## config.mk

```make
export PLATFORM = sky130hd
export DESIGN_NAME = mac_mode_ctl
export DESIGN_NICKNAME = d
export VERILOG_FILES = /design/src/rtl/mac_mode_pkg.sv /design/src/rtl/mode_field.sv /design/src/rtl/rx_run_fsm.sv /design/src/rtl/mode_rdmux.sv /design/src/rtl/mac_mode_ctl.sv
export SDC_FILE = /design/constraint.sdc
export NUM_CORES = 1
export LEC_CHECK = 0
export BUFFER_PORTS_ARGS = -buffer_cell sky130_fd_sc_hd__buf_2
export CAP_MARGIN = 20
export CELL_PAD_IN_SITES_DETAIL_PLACEMENT = 0
export CELL_PAD_IN_SITES_GLOBAL_PLACEMENT = 2
export CORE_UTILIZATION = 19
export DETAILED_ROUTE_END_ITERATION = 8
export GPL_TIMING_DRIVEN = 0
export HOLD_SLACK_MARGIN = 0.12
export PLACE_DENSITY = 0.77
export SLEW_MARGIN = 40
export SYNTH_ARGS = -nofsm -noshare
export SYNTH_HDL_FRONTEND = slang
export SYNTH_SLANG_ARGS = --single-unit
```

## constraint.sdc

```tcl
create_clock -name clk -period 2.3 [get_ports clk]
set_clock_uncertainty 0.1 [all_clocks]
set_input_delay 0.23 -clock clk [delete_from_list [all_inputs] [get_ports clk]]
set_output_delay 0.23 -clock clk [all_outputs]
set_load 0.01 [all_outputs]
```

## src/rtl/mac_mode_pkg.sv

```systemverilog
package mac_mode_pkg;

    localparam int REG_W      = 16;
    localparam int FQ_W       = 2;
    localparam int NUM_FIELDS = 7;
    localparam int STATE_LSB  = 8;

    typedef enum logic [1:0] {
        G_NONE = 2'd0,
        G_TX   = 2'd1,
        G_RX   = 2'd2,
        G_BOTH = 2'd3
    } guard_e;

    typedef enum logic [1:0] {
        RX_STOPPED   = 2'b00,
        RX_RUNNING   = 2'b01,
        RX_SUSPENDED = 2'b10
    } rx_state_e;

    typedef struct packed {
        logic [4:0] lsb;
        logic [1:0] width;
        guard_e     guard;
    } fdesc_t;

    localparam int F_RX_START = 0;
    localparam int F_PASS_BAD = 1;
    localparam int F_PROMISC  = 2;
    localparam int F_MCAST    = 3;
    localparam int F_OP_MODE  = 4;
    localparam int F_FCOLL    = 5;
    localparam int F_STOP_BO  = 6;

    localparam fdesc_t FIELDS [NUM_FIELDS] = '{
        '{lsb: 5'd0, width: 2'd1, guard: G_NONE},
        '{lsb: 5'd1, width: 2'd1, guard: G_RX},
        '{lsb: 5'd2, width: 2'd1, guard: G_RX},
        '{lsb: 5'd3, width: 2'd1, guard: G_RX},
        '{lsb: 5'd4, width: 2'd2, guard: G_BOTH},
        '{lsb: 5'd6, width: 2'd1, guard: G_TX},
        '{lsb: 5'd7, width: 2'd1, guard: G_TX}
    };

    function automatic logic guard_ok(guard_e g, logic tx_idle, logic rx_idle);
        case (g)
            G_TX:    return tx_idle;
            G_RX:    return rx_idle;
            G_BOTH:  return tx_idle & rx_idle;
            default: return 1'b1;
        endcase
    endfunction

endpackage

```

## src/rtl/mode_field.sv

```systemverilog
module mode_field
    import mac_mode_pkg::*;
#(
    parameter int     WIDTH = 1,
    parameter guard_e GUARD = G_NONE
) (
    input  logic             clk,
    input  logic             rst,
    input  logic             wr_en,
    input  logic [WIDTH-1:0] wr_val,
    input  logic             tx_idle,
    input  logic             rx_idle,
    output logic [WIDTH-1:0] q
);

    logic allow;
    assign allow = guard_ok(GUARD, tx_idle, rx_idle);

    always_ff @(posedge clk) begin
        if (rst) begin
            q <= '0;
        end else if (wr_en && allow) begin
            q <= wr_val;
        end
    end

    // a blocked write leaves the field untouched
    p_blocked_hold_r6: assert property (@(posedge clk) disable iff (rst)
        (wr_en && !guard_ok(GUARD, tx_idle, rx_idle)) |=> (q == $past(q)));

    // an allowed write lands on the next edge
    p_allowed_take_r2: assert property (@(posedge clk) disable iff (rst)
        (wr_en && guard_ok(GUARD, tx_idle, rx_idle)) |=> (q == $past(wr_val)));

    // no write, no change
    p_idle_hold_r3: assert property (@(posedge clk) disable iff (rst)
        !wr_en |=> $stable(q));

endmodule

```

## src/rtl/rx_run_fsm.sv

```systemverilog
module rx_run_fsm
    import mac_mode_pkg::*;
(
    input  logic      clk,
    input  logic      rst,
    input  logic      run_bit,
    input  logic      frm_start,
    input  logic      frm_end,
    input  logic      buf_empty,
    output rx_state_e state,
    output logic      in_frame
);

    rx_state_e st_n;
    logic      in_n;

    always_comb begin
        st_n = state;
        in_n = in_frame;
        case (state)
            RX_STOPPED: begin
                in_n = 1'b0;
                if (run_bit) st_n = RX_RUNNING;
            end
            RX_RUNNING: begin
                if (in_frame && frm_end)
                    in_n = 1'b0;
                else if (!in_frame && frm_start)
                    in_n = 1'b1;
                if (!run_bit) begin
                    if (!in_frame || frm_end) begin
                        st_n = RX_STOPPED;
                        in_n = 1'b0;
                    end
                end else if (!in_frame && !frm_start && buf_empty) begin
                    st_n = RX_SUSPENDED;
                end
            end
            RX_SUSPENDED: begin
                in_n = 1'b0;
                if (!run_bit)
                    st_n = RX_STOPPED;
                else if (!buf_empty)
                    st_n = RX_RUNNING;
            end
            default: begin
                st_n = RX_STOPPED;
                in_n = 1'b0;
            end
        endcase
    end

    always_ff @(posedge clk) begin
        if (rst) begin
            state    <= RX_STOPPED;
            in_frame <= 1'b0;
        end else begin
            state    <= st_n;
            in_frame <= in_n;
        end
    end

    p_start_runs_r10: assert property (@(posedge clk) disable iff (rst)
        (state == RX_STOPPED && run_bit) |=> (state == RX_RUNNING));

    p_stop_waits_frame_r11: assert property (@(posedge clk) disable iff (rst)
        (state == RX_RUNNING && in_frame && !frm_end) |=> (state != RX_STOPPED));

    p_suspend_idle_r12: assert property (@(posedge clk) disable iff (rst)
        (state == RX_SUSPENDED) |-> !in_frame);

    p_legal_code_r9: assert property (@(posedge clk) disable iff (rst)
        state != 2'b11);

    p_no_frame_stopped_r13: assert property (@(posedge clk) disable iff (rst)
        (state == RX_STOPPED) |=> !in_frame);

endmodule

```

## src/rtl/mode_rdmux.sv

```systemverilog
module mode_rdmux
    import mac_mode_pkg::*;
(
    input  logic [NUM_FIELDS-1:0][FQ_W-1:0] fq,
    input  rx_state_e                       state,
    output logic [REG_W-1:0]                word
);

    always_comb begin
        word = '0;
        for (int i = 0; i < NUM_FIELDS; i++) begin
            for (int b = 0; b < FQ_W; b++) begin
                if (b < int'(FIELDS[i].width))
                    word[int'(FIELDS[i].lsb) + b] = fq[i][b];
            end
        end
        word[STATE_LSB +: 2] = state;
    end

endmodule

```

## src/rtl/mac_mode_ctl.sv

```systemverilog
module mac_mode_ctl
    import mac_mode_pkg::*;
(
    input  logic             clk,
    input  logic             rst,
    input  logic             wr_en,
    input  logic [REG_W-1:0] wr_data,
    output logic [REG_W-1:0] rd_data,
    input  logic             tx_stopped,
    input  logic             rx_frm_start,
    input  logic             rx_frm_end,
    input  logic             rx_buf_empty,
    output logic             force_coll,
    output logic [1:0]       op_mode,
    output logic             mac_loopback,
    output logic             mcast_all,
    output logic             promisc,
    output logic             stop_backoff,
    output logic             pass_bad,
    output logic             rx_start,
    output logic [1:0]       rx_state
);

    logic [NUM_FIELDS-1:0][FQ_W-1:0] fq;
    rx_state_e                       st;
    logic                            in_frame;
    logic                            rx_idle;

    assign rx_idle = (st == RX_STOPPED);

    for (genvar i = 0; i < NUM_FIELDS; i++) begin : g_field
        localparam int W   = int'(FIELDS[i].width);
        localparam int LSB = int'(FIELDS[i].lsb);
        logic [W-1:0] q;

        mode_field #(
            .WIDTH (W),
            .GUARD (FIELDS[i].guard)
        ) u_field (
            .clk     (clk),
            .rst     (rst),
            .wr_en   (wr_en),
            .wr_val  (wr_data[LSB +: W]),
            .tx_idle (tx_stopped),
            .rx_idle (rx_idle),
            .q       (q)
        );

        assign fq[i] = FQ_W'(q);
    end

    rx_run_fsm u_rx (
        .clk       (clk),
        .rst       (rst),
        .run_bit   (fq[F_RX_START][0]),
        .frm_start (rx_frm_start),
        .frm_end   (rx_frm_end),
        .buf_empty (rx_buf_empty),
        .state     (st),
        .in_frame  (in_frame)
    );

    mode_rdmux u_rd (
        .fq    (fq),
        .state (st),
        .word  (rd_data)
    );

    assign rx_start     = fq[F_RX_START][0];
    assign pass_bad     = fq[F_PASS_BAD][0];
    assign promisc      = fq[F_PROMISC][0];
    assign mcast_all    = fq[F_MCAST][0];
    assign op_mode      = fq[F_OP_MODE];
    assign force_coll   = fq[F_FCOLL][0];
    assign stop_backoff = fq[F_STOP_BO][0];
    assign mac_loopback = (fq[F_OP_MODE] == 2'b01);
    assign rx_state     = st;

    p_rd_state_r9: assert property (@(posedge clk) disable iff (rst)
        rd_data[9:8] == rx_state);

    p_loop_code_r7: assert property (@(posedge clk) disable iff (rst)
        mac_loopback |-> (rd_data[5:4] == 2'b01));

    p_reserved_zero_r8: assert property (@(posedge clk) disable iff (rst)
        rd_data[15:10] == 6'd0);

    p_mode_guard_r5: assert property (@(posedge clk) disable iff (rst)
        (wr_en && !(tx_stopped && rx_idle)) |=> $stable(op_mode));

endmodule

```

-- Word-level counts from Yosys, hierarchy flattened
Cells that the tools add are included.
- eq/ne operators: 7
- mux-type cells: 11
- reduce and logical (&&, ||, !) cells: 13
- bitwise logic cells: 2
- operators by type and width (kind ; count):
    $mux W2 ; 6
    $logic_and A1 B1 Y1 ; 7
    $ne A3 B2 Y1 const B ; 2
    $pmux W2 S3 ; 1
    $eq A2 B1 Y1 const B ; 2
    $mux W1 ; 4
    $reduce_and A4 Y1 ; 1
    $ne A3 B3 Y1 const B ; 1
    $eq A2 B2 Y1 const B ; 1
    $logic_not A1 Y1 ; 2
    $logic_not A2 Y1 ; 1
    $ne A2 B2 Y1 const B ; 1
    $reduce_or A2 Y1 ; 1
    $and A1 B1 Y1 ; 1
    $logic_or A1 B1 Y1 ; 1
    $not A1 Y1 ; 1
- output and inout bits: 27
- flip-flop bits (word level): 11
- input port bits: 23
- logic and storage cells: 42

-- Logic depth before layout (Yosys ltp)
- depth in word-level cells: 6
- depth in mapped cells: 4
- depth with buffers taken out: 3

-- Modules after synthesis
Synthesis repeated with hierarchy kept, for this count alone.
- cell total of the unflattened synthesis: 68
- area, all modules: 645.6 µm²
- by module, submodules not included (module ; cells each ; area an instance (µm²) ; sequential area each (µm²) ; instances):
    mode_field (g_field[1].u_field ...) ; 4 ; 43.8 ; 20.0 ; 5
    rx_run_fsm ; 16 ; 151.4 ; 60.1 ; 1
    mode_rdmux ; 17 ; 123.9 ; 0.0 ; 1
    mode_field (g_field[4].u_field) ; 9 ; 96.3 ; 40.0 ; 1
    mode_field (g_field[0].u_field) ; 3 ; 33.8 ; 20.0 ; 1
    mac_mode_ctl ; 3 ; 21.3 ; 0.0 ; 1

-- Worst setup path after synthesis
OpenSTA, ideal clock, no wires.
- path kind: register -> register
- start: reg u_rx.state[0]
- end: reg u_rx.state[0]
- required time: 2.141 ns
- buffers on the path: 0
- cell stages (with the launch flop): 4
- period minus slack after synthesis: 1.268 ns
- slack: 1.032 ns
- arrival: 1.110 ns
- library setup time: 0.059 ns
- cell sequence: dfxtp_1 or3b_1 nor3_1 a31o_1
- word-level cells in the longest chain between the ends: 3
- elaborated cells between the ends (all ways): 9
- classes of those cells: 6 x eq/ne; 1 x mux; 2 x reduce/logical
- RTL lines (element ; RTL line ; text):
    from (decl) ; rx_run_fsm.sv:10 ; output rx_state_e state,
    from (signal assigned) ; rx_run_fsm.sv:58 ; state <= st_n;
    $eq A2 B1 Y1 (tied with other cells) ; rx_run_fsm.sv:20 ; case (state)
    $ne A3 B2 Y1 (no source line) (tied with other cells) ; - ;
    $reduce_and A4 Y1 (no source line) ; - ;
Parallel ways exist; a longest one is shown, timed or not.
A chain may end at the register's enable or synchronous reset.

-- Worst setup path after layout
Same ends and word-level chain as after synthesis.

==> metrics.txt <==
status complete, but fails checks; violated checks design-rule violations; global placement routability congestion approximately 0.63; Fin. Hold Viols 0; # H-tree levels 1; wire length per cell between 9 and 10 um; Crit Path Class reg -> reg; Post-synth EDFFs 0; post-synth cell types 18; worst-skew pair later-pin latency roughly 270 ps; Area Growth Syn to Fin 57.8%; Multi-input gate area 251 sq um; commonest cells after routing, fill and taps aside buf_2, buf_4, dfxtp_1; CTS sink cnt 11; Seq/Total Area, Yosys between 30% and 40%; total CTS buffers 3; Final Cell Area 912 sq um; Non-Filler Instances about 150; ratio of final minimum period to clock period ~58%; Crit Reg-Reg Startpoint u_rx.state[0]; Reg area approximately 220 sq um; drt initial violations 7; share of cells above drive strength 1 between 40 and 50%; Setup WS post-layout 969 ps; CTS tree yes; placed insts ~140; FF-to-FF path depth 3; pin count of the biggest net entering global routing 11; CP cell instances or3b_1, nor3_1, a31o_1; CP endpoint kind register; vias in the first global route ~480; crit path DAT between 1000 and 1500 ps; VDD IR max about 0.28 mV; crit-path max FO 9; crit path launch type register; total track usage 9.14%; Peak Freq approximately 750 MHz; Root Driver clkbuf_4; synthesized netlist cell count 65; Worst Path Required roughly 2400 ps; setup TNS 0 ps; dpl hpwl between 1 and 1.5 mm; Core ar. 2830 sq um; pre-CTS WS between 900 and 1000 ps; mapped cell area roughly 580 sq um; ys flop type dfxtp_1; GR Overflow Total 0; # setup viols final 0; Die Area 3270 sq um; Buf/Inv on CP 0; Pwr Density 477 nW/um^2; Tot Pwr 435 uW; Pins Over Slew Limit 0; Min-Delay Endpoint g_field[6].u_field.q; nets 140; CTS Buffer Depth 2; post_cts resized 0; Synth warnings 0; RR Endpoint u_rx.state[0]; initial antenna violation count 0; Synth Register Bits 11; worst hold path stage count 3; Post-synth ARST share 0%; IO Pins 50; Port Buf Inserts 34; critical path's slowest cell dfxtp_1; clock slew at reported path FFs approximately 70 ps; commonest non-fill, non-tap cell in the layout buf_2; HP Start wr_data[7]; initial core utilization around a fifth; First-pass DRT Iterations 6; syn_area_per_cell around 9 sq um; final period demand of the worst path between 1000 and 1500 ps; Worst Hold Class in -> reg; vias per cell 3.91; r2r setup slk slightly below 1000 ps; critical path's largest stage delay 470 ps; global-route wire length before repair approximately 2.2 mm; Inserted Diodes 0; die width approximately 57 um; fill count approximately 300; max-cap viol count 0; RSZ-0062 raised after global routing false; Die Y 57.2 um; Routed Antenna Nets 0; Area after DPL about 810 sq um; DRC Markers 4; leakage between 0.4 and 0.5 nW; CP Launch Point u_rx.state[0]; Placement Rows 19; Crit path max-delay family simple AND/OR/NAND/NOR gates; final wirelength 1.36 mm; Via Count approximately 580
[logic make-up after synthesis]
| kind of cell | count (synthesis) | share of synthesized area (%) |
|---|---|---|
| other | 1 | 0.649 |
| and+or+nand+nor | 24 | 23.4 |
| buffers and inverters | 17 | 21.6 |
| AOI/OAI and AO/OA | 6 | 5.84 |
| muxes | 6 | 10.4 |
| DFF | 11 | 38.1 |
[per-stage QoR]
step / utilization, % / hold slack, ps
final: 32.2 / 131
after global routing: 32.2 / 139
after CTS: 31.9 / 122
after detailed placement: 28.5 / 373
after global placement: 28.5 / 362
after floorplan: - / 246
[synthesized netlist by cell type (2+ instances only)]
cell      number  area share (%)
a21oi_1        4             3.5
nor2b_1        2             2.2
nand3_1        3             2.6
nand2b_1       2             2.2
dfxtp_1       11              38
nand3b_1       2             2.6
nor2_1         7             4.5
nand2_1        4             2.6
mux2i_1        6              10
buf_4         16              21
[registers in the layout (all words and copies together), names as in the netlist]
| signal | count |
|---|---|
| u_rx.in_frame | 1 |
| u_rx.state | 2 |
| g_field.u_field.q | 8 |
[what timing repair did]
item | in CTS | in global routing
hold endpoints to repair | 7 | 1
setup buffers | 0 | 0
hold buffers | 7 | 1
[final cells by class]
| type | instances | area share (%) |
|---|---|---|
| plain buffers | 17 | 13.7 |
| clock buffers | 4 | 2.88 |
| repair buffers | 42 | 27.4 |
| flip-flops and latches | 11 | 24.1 |
| well taps | 31 | 4.25 |
| multi-input cells | 42 | 27.6 |
[worst max path at each step]
stage               endpoint  slack [ps]  cells after the start
4_1_cts        u_rx.state[0]         940                      3
5_1_grt          rx_state[0]         890                      2
6_report       u_rx.state[0]         970                      3
3_5_place_dp   u_rx.state[0]         970                      3
3_3_place_gp   u_rx.state[0]         960                      3
2_1_floorplan  u_rx.state[0]        1030                      3
[tightest hold or removal path, stage by stage]
cell and delay (ps):
buf_2 100, nand3_1 70, a21oi_1 50
[routing by layer]
metal	GRT usage [%]	wire (um)
met3	4.31	94
met2	14.3	644
met1	10.6	607
met5	0	0
met4	4.18	18
[power by group]
part           leakage (nW)  internal (mW)  switching, mW
Clock                0.0150         0.0671         0.0639
Sequential           0.0900          0.199        0.00831
Combinational         0.380         0.0564         0.0403
No activity file was read; power rests on OpenSTA's default activity.
